### config.mk
export PLATFORM = sky130hd
export DESIGN_NAME = flh_dir_flush
export DESIGN_NICKNAME = d
export VERILOG_FILES = /design/src/rtl/flh_pkg.sv /design/src/rtl/flh_decide.sv /design/src/rtl/flh_linereg.sv /design/src/rtl/flh_outreg.sv /design/src/rtl/flh_dir_flush.sv
export SDC_FILE = /design/constraint.sdc
export NUM_CORES = 1
export LEC_CHECK = 0
export CORE_UTILIZATION = 52
export DETAILED_ROUTE_END_ITERATION = 8
export PLACE_DENSITY_LB_ADDON = 0.05
export SETUP_SLACK_MARGIN = 0.5
export SYNTH_ARGS = -nofsm -noshare
export SYNTH_HDL_FRONTEND = slang
export SYNTH_HIERARCHICAL = 1
export SYNTH_SLANG_ARGS = --single-unit
export TNS_END_PERCENT = 50
### constraint.sdc
create_clock -name clk -period 4.3 [get_ports clk]
set_input_delay 0.43 -clock clk [delete_from_list [all_inputs] [get_ports clk]]
set_output_delay 0.43 -clock clk [all_outputs]
set_load 0.02 [all_outputs]
### src/rtl/flh_pkg.sv
package flh_pkg;

  typedef enum logic [3:0] {
    LS_HOME   = 4'd0,
    LS_OWNED  = 4'd1,
    LS_NOX    = 4'd2,
    LS_NOOWN  = 4'd3,
    LS_SHARED = 4'd4,
    LS_BUSY   = 4'd5,
    LS_BUSYX  = 4'd6,
    LS_WBLK   = 4'd7,
    LS_FLOCK  = 4'd8,
    LS_FMEM   = 4'd9
  } line_st_e;

  typedef enum logic [3:0] {
    RK_GETS   = 4'd0,
    RK_GETX   = 4'd1,
    RK_PUT    = 4'd2,
    RK_PFREPL = 4'd3,
    RK_DMARD  = 4'd4,
    RK_DMAWR  = 4'd5,
    RK_GETF   = 4'd6,
    RK_BLOCK  = 4'd7,
    RK_PUTF   = 4'd8
  } req_kind_e;

  typedef enum logic [2:0] {
    FK_NONE      = 3'd0,
    FK_BLKACK    = 3'd1,
    FK_WBACK     = 3'd2,
    FK_PROBE_ALL = 3'd3,
    FK_PROBE_OWN = 3'd4,
    FK_DATA      = 3'd5
  } fwd_kind_e;

  typedef struct packed {
    logic      fwd;
    fwd_kind_e fkind;
    logic      use_saved;
    logic      mem_rd;
    logic      pass;
  } act_t;

  localparam int unsigned ST_W    = 4;
  localparam int unsigned KIND_W  = 4;
  localparam int unsigned FKIND_W = 3;
  localparam logic [3:0]  UPD_MAX = 4'd6;

endpackage

### src/rtl/flh_decide.sv
module flh_decide
  import flh_pkg::*;
(
  input  line_st_e             cur_st,
  input  logic                 req_valid,
  input  logic [KIND_W-1:0]    req_kind,
  input  logic                 unblk_valid,
  input  logic                 mem_rsp_valid,
  input  logic                 ord_upd_valid,
  input  logic [ST_W-1:0]      ord_upd_state,
  output logic                 req_ready,
  output line_st_e             nxt_st,
  output act_t                 act,
  output logic                 save_src
);

  logic is_getf, is_block, is_putf, is_getx, side_evt, upd_ok;

  always_comb begin
    is_getf  = (req_kind == RK_GETF);
    is_block = (req_kind == RK_BLOCK);
    is_putf  = (req_kind == RK_PUTF);
    is_getx  = (req_kind == RK_GETX);
    side_evt = mem_rsp_valid | unblk_valid | ord_upd_valid;
    upd_ok   = (cur_st <= LS_BUSYX) && (ord_upd_state <= UPD_MAX);
  end

  always_comb begin
    nxt_st    = cur_st;
    act       = '0;
    req_ready = 1'b0;
    save_src  = 1'b0;
    if (mem_rsp_valid) begin
      if (cur_st == LS_FMEM) begin
        nxt_st        = LS_FLOCK;
        act.fwd       = 1'b1;
        act.fkind     = FK_DATA;
        act.use_saved = 1'b1;
      end
    end else if (unblk_valid) begin
      case (cur_st)
        LS_BUSY, LS_BUSYX: nxt_st = LS_NOOWN;
        LS_WBLK:           nxt_st = LS_HOME;
        default:           nxt_st = cur_st;
      endcase
    end else if (ord_upd_valid) begin
      if (upd_ok) nxt_st = line_st_e'(ord_upd_state);
    end else if (req_valid && !side_evt) begin
      case (cur_st)
        LS_HOME: begin
          req_ready = 1'b1;
          if (is_getf) begin
            nxt_st     = LS_FMEM;
            act.mem_rd = 1'b1;
            save_src   = 1'b1;
          end else act.pass = 1'b1;
        end
        LS_OWNED: begin
          req_ready = 1'b1;
          if (is_getf) begin
            nxt_st     = LS_FMEM;
            act.mem_rd = 1'b1;
            act.fwd    = 1'b1;
            act.fkind  = FK_PROBE_ALL;
            save_src   = 1'b1;
          end else act.pass = 1'b1;
        end
        LS_NOX, LS_NOOWN: begin
          req_ready = 1'b1;
          if (is_getf) begin
            nxt_st    = LS_FLOCK;
            act.fwd   = 1'b1;
            act.fkind = (cur_st == LS_NOX) ? FK_PROBE_ALL : FK_PROBE_OWN;
          end else if (is_block) begin
            nxt_st    = LS_FLOCK;
            act.fwd   = 1'b1;
            act.fkind = FK_BLKACK;
          end else act.pass = 1'b1;
        end
        LS_SHARED: begin
          req_ready = 1'b1;
          if (is_getf) begin
            nxt_st    = LS_FLOCK;
            act.fwd   = 1'b1;
            act.fkind = FK_PROBE_ALL;
          end else act.pass = 1'b1;
        end
        LS_BUSY: begin
          if (is_block) req_ready = 1'b1;
          else if (is_getf || is_getx) nxt_st = LS_BUSYX;
        end
        LS_BUSYX: begin
          if (is_block) req_ready = 1'b1;
        end
        LS_FLOCK: begin
          if (is_putf) begin
            req_ready = 1'b1;
            nxt_st    = LS_WBLK;
            act.fwd   = 1'b1;
            act.fkind = FK_WBACK;
          end
        end
        default: req_ready = 1'b0;
      endcase
    end
  end

endmodule

### src/rtl/flh_linereg.sv
module flh_linereg
  import flh_pkg::*;
#(
  parameter int unsigned SRC_W = 3
) (
  input  logic             clk,
  input  logic             rst,
  input  line_st_e         nxt_st,
  input  logic             save_src,
  input  logic [SRC_W-1:0] req_src,
  output line_st_e         cur_st,
  output logic [SRC_W-1:0] saved_src
);

  always_ff @(posedge clk) begin
    if (rst) begin
      cur_st    <= LS_HOME;
      saved_src <= '0;
    end else begin
      cur_st <= nxt_st;
      if (save_src) saved_src <= req_src;
    end
  end

endmodule

### src/rtl/flh_outreg.sv
module flh_outreg
  import flh_pkg::*;
#(
  parameter int unsigned SRC_W = 3
) (
  input  logic               clk,
  input  logic               rst,
  input  act_t               act,
  input  logic [SRC_W-1:0]   req_src,
  input  logic [SRC_W-1:0]   saved_src,
  output logic               fwd_valid,
  output logic [FKIND_W-1:0] fwd_kind,
  output logic [SRC_W-1:0]   fwd_dst,
  output logic               mem_rd_valid,
  output logic               pass_valid
);

  always_ff @(posedge clk) begin
    if (rst) begin
      fwd_valid    <= 1'b0;
      fwd_kind     <= '0;
      fwd_dst      <= '0;
      mem_rd_valid <= 1'b0;
      pass_valid   <= 1'b0;
    end else begin
      fwd_valid    <= act.fwd;
      fwd_kind     <= act.fkind;
      fwd_dst      <= act.use_saved ? saved_src : req_src;
      mem_rd_valid <= act.mem_rd;
      pass_valid   <= act.pass;
    end
  end

endmodule

### src/rtl/flh_dir_flush.sv
module flh_dir_flush
  import flh_pkg::*;
#(
  parameter int unsigned SRC_W = 3
) (
  input  logic               clk,
  input  logic               rst,
  input  logic               req_valid,
  input  logic [3:0]         req_kind,
  input  logic [SRC_W-1:0]   req_src,
  output logic               req_ready,
  input  logic               unblk_valid,
  input  logic               mem_rsp_valid,
  input  logic               ord_upd_valid,
  input  logic [3:0]         ord_upd_state,
  output logic               fwd_valid,
  output logic [2:0]         fwd_kind,
  output logic [SRC_W-1:0]   fwd_dst,
  output logic               mem_rd_valid,
  output logic               pass_valid,
  output logic [3:0]         line_state
);

  line_st_e         cur_st, nxt_st;
  act_t             act;
  logic             save_src;
  logic [SRC_W-1:0] saved_src;

  flh_decide u_decide (
    .cur_st        (cur_st),
    .req_valid     (req_valid),
    .req_kind      (req_kind),
    .unblk_valid   (unblk_valid),
    .mem_rsp_valid (mem_rsp_valid),
    .ord_upd_valid (ord_upd_valid),
    .ord_upd_state (ord_upd_state),
    .req_ready     (req_ready),
    .nxt_st        (nxt_st),
    .act           (act),
    .save_src      (save_src)
  );

  flh_linereg #(.SRC_W(SRC_W)) u_linereg (
    .clk       (clk),
    .rst       (rst),
    .nxt_st    (nxt_st),
    .save_src  (save_src),
    .req_src   (req_src),
    .cur_st    (cur_st),
    .saved_src (saved_src)
  );

  flh_outreg #(.SRC_W(SRC_W)) u_outreg (
    .clk          (clk),
    .rst          (rst),
    .act          (act),
    .req_src      (req_src),
    .saved_src    (saved_src),
    .fwd_valid    (fwd_valid),
    .fwd_kind     (fwd_kind),
    .fwd_dst      (fwd_dst),
    .mem_rd_valid (mem_rd_valid),
    .pass_valid   (pass_valid)
  );

  assign line_state = cur_st;

endmodule

==> flow_summary.toml <==
[global_route]
grt_pass1_vias = 1166
gr-total-overflow = 0
grt_max_degree = 28
antenna_found_initial = 0
grt_pass1_wl_um = 5168
grt_usage = 0.2717

[critical_path]
max_stage_delay_ns = 0.64
cp.required_ns = 3.87
cpMostUsedCell = "clkdlybuf4s50_1"
crit_path_start_kind = "primary input"
path_cells = "clkdlybuf4s50_1, nor4b_2, nand2b_1, o21ai_0, clkdlybuf4s50_1"
critical_path_buf_inv_count = 2
critPathSlowestCell = "nor4b_2"
cp-end-kind = "output port"
path_delay_family = "buffers and inverters"
cp_max_fo = 10
critPathKind = "in2out"
worstPathArrival_ns = 2.69

[run]
max_cap_violations = 0

[sta]
min_period_over_period = 0.7267
grt_setup_unrepaired = "false"
finClkSkew_ns = 0.002882
max_freq_mhz = 320.0
hold_viol = 0
finalSetupViolCount = 0
fin_setup_tns_ns = 0
tightest_slew_ns = 0.8656
period_needed_ns = 3.125
slew_violations = 0
slew_headroom = 0.4221

[synth]
ys.warnings.count = 6
postSynthAreaPerCell_um2 = 7.611
synthTopCellsByArea = "dfxtp_1 27%, o21ai_0 5.5%, mux2i_1 5.1%, nor2_1 5.1%, nor2b_1 4.7%"
ys_top_cells_by_count = "16 x dfxtp_1, 16 x nor2_1, 13 x o21ai_0"
ys_ff_latch = 16
syn_area_mm2 = 0.001187
synth.top_cell.area_share = 0.2698
ys.flop_type = "dfxtp_1"
syn_inst = 156
yosysUniqueCellTypes = 44
yosys.area.top_type = "dfxtp_1"
yosysSeqAreaShare = 0.2698
synth_edf_count = 0
ys_async_sr_fraction = 0
syn-num-nets = 173

[routing]
drtIter0Drc = 125
avgViaCountPerCell = 6.596
postRouteAntennaNets = 0
drt_wl_total_um = 3115
vias = 1339
drc = 0
routedWlPerCell_um = 15.34
drt-pass1-iter-count = 6

[floorplanning]
fp-row-count = 16
die-area_mm2 = 0.002479
io_pins = 31
die_x_um = 49.79
core_mm2 = 0.002062
start_util = 0.5758
die_h_um = 49.79

[clock_network]
root_buffer = "clkbuf_4"
cts_tree = "yes"
cts_hold_buf = 0
htree_levels = 1
cts.sinks = 16
post_cts_resized = 0
postCtsSetupRepairBufs = 0
clk_latency_ns = 0.30
cts_made_buffers = 3
path_clk_slew_ns = 0.09
clock_path_buffers = 2

[placement]
placed_cell_area_mm2 = 0.001455
place_congestion = 0.9055
dp.cells = 199
dpl.hpwl_um = 2178
port_buffers = 30

[pwr]
p_leak_nw = 0.5128
ir_drop_uv = 222.5
powerDensity_mw_per_mm2 = 226.5
total_power_w = 0.0003378

[layout]
fillCellCount = 162
final-seq-area_um2 = 320.3
fin_nets = 194
multi_input_area_um2 = 782.0
diodes = 0
area_delta_synth_final_pct = 25.61
final_cells = 203
design_area_mm2 = 0.001491
drive_gt1_frac = 0.05114

[worst_hold_path]
min_path_type = "reg2reg"

[status]
outcome = "complete, no violations"
[worst min-delay path: cells and delay by family (launching register included)]
| kind | cells | cell delay (ns) |
|---|---|---|
| simple gates | 1 | 0.07 |
| mux | 1 | 0.07 |
| flops | 1 | 0.34 |
[kinds of logic (layout without fill, tap and decap cells)]
| group | count (synthesis) | after routing | share of synthesized area |
|---|---|---|---|
| simple gates | 62 | 62 | 0.3108 |
| compound gates | 52 | 52 | 0.2898 |
| buf+inv | 19 | 39 | 0.07164 |
| flops | 16 | 16 | 0.2698 |
| mux | 6 | 6 | 0.05058 |
| xor+xnor | 1 | 1 | 0.007378 |
[stage by stage]
stage | hold slack [ns] | worst slack [ns] | util
2_1_floorplan | 0.4601 | 2.272 | -
3_3_place_gp | 0.4686 | 1.280 | 0.7057
3_5_place_dp | 0.4934 | 1.261 | 0.7057
4_1_cts | 0.5180 | 1.239 | 0.7233
5_1_grt | 0.5484 | 1.037 | 0.7233
6_report | 0.5141 | 1.175 | 0.7233
[final timing paths]
path,from,to,slack (ns),cells past startpoint
worst max-delay path,mem_rsp_valid,req_ready,1.18,5
worst max register to register,u_linereg/cur_st[2]$_SDFF_PP0_,u_linereg/cur_st[1]$_SDFF_PP0_,2.11,6
worst min register to register,u_linereg/saved_src[0]$_SDFFE_PP0P_,u_linereg/saved_src[0]$_SDFFE_PP0P_,0.51,2
worst min-delay path,u_linereg/saved_src[0]$_SDFFE_PP0P_,u_linereg/saved_src[0]$_SDFFE_PP0P_,0.51,2
[layout by cell type, fill, tap and decap left out, types with 4 or more instances in the layout]
master and n:
clkdlybuf4s50_1 30, nor2_1 16, dfxtp_1 16, o21ai_0 13
nor2b_1 9, a21oi_1 9, nand2_1 6, mux2i_1 6
inv_1 5, o21a_1 4, o22ai_1 4, nor3b_1 4
nand3_1 4
[power breakdown]
part / internal, W / switching [W] / leakage, nW
Combinational: 0.0000378 / 0.0000372 / 0.362
Clock: 0.0000517 / 0.0000483 / 0.0210
Sequential: 0.000152 / 0.0000113 / 0.130
[cell type report]
cell class,count,area share
sequential,16,0.2148
inverter,5,0.01258
timing repair buffer,30,0.2013
multi-input combinational,121,0.5243
tap,27,0.02265
clock buffer,4,0.02433
[metal layers]
metal	part of all wire	global-route usage	wire length [µm]
met1	0.40	0.3340	1247
met3	0.11	0.08025	355
met2	0.45	0.4257	1402
met5	0	0	0
met4	0.035	0.1381	110
[flip-flops by register name (all words and copies together), names as in the netlist]
signal / cells
u_outreg/pass_valid: 1
u_outreg/fwd_valid: 1
u_outreg/fwd_dst: 3
u_linereg/cur_st: 4
u_outreg/fwd_kind: 3
u_linereg/saved_src: 3
u_outreg/mem_rd_valid: 1
Note: power is estimated with default switching activity, not from simulation.
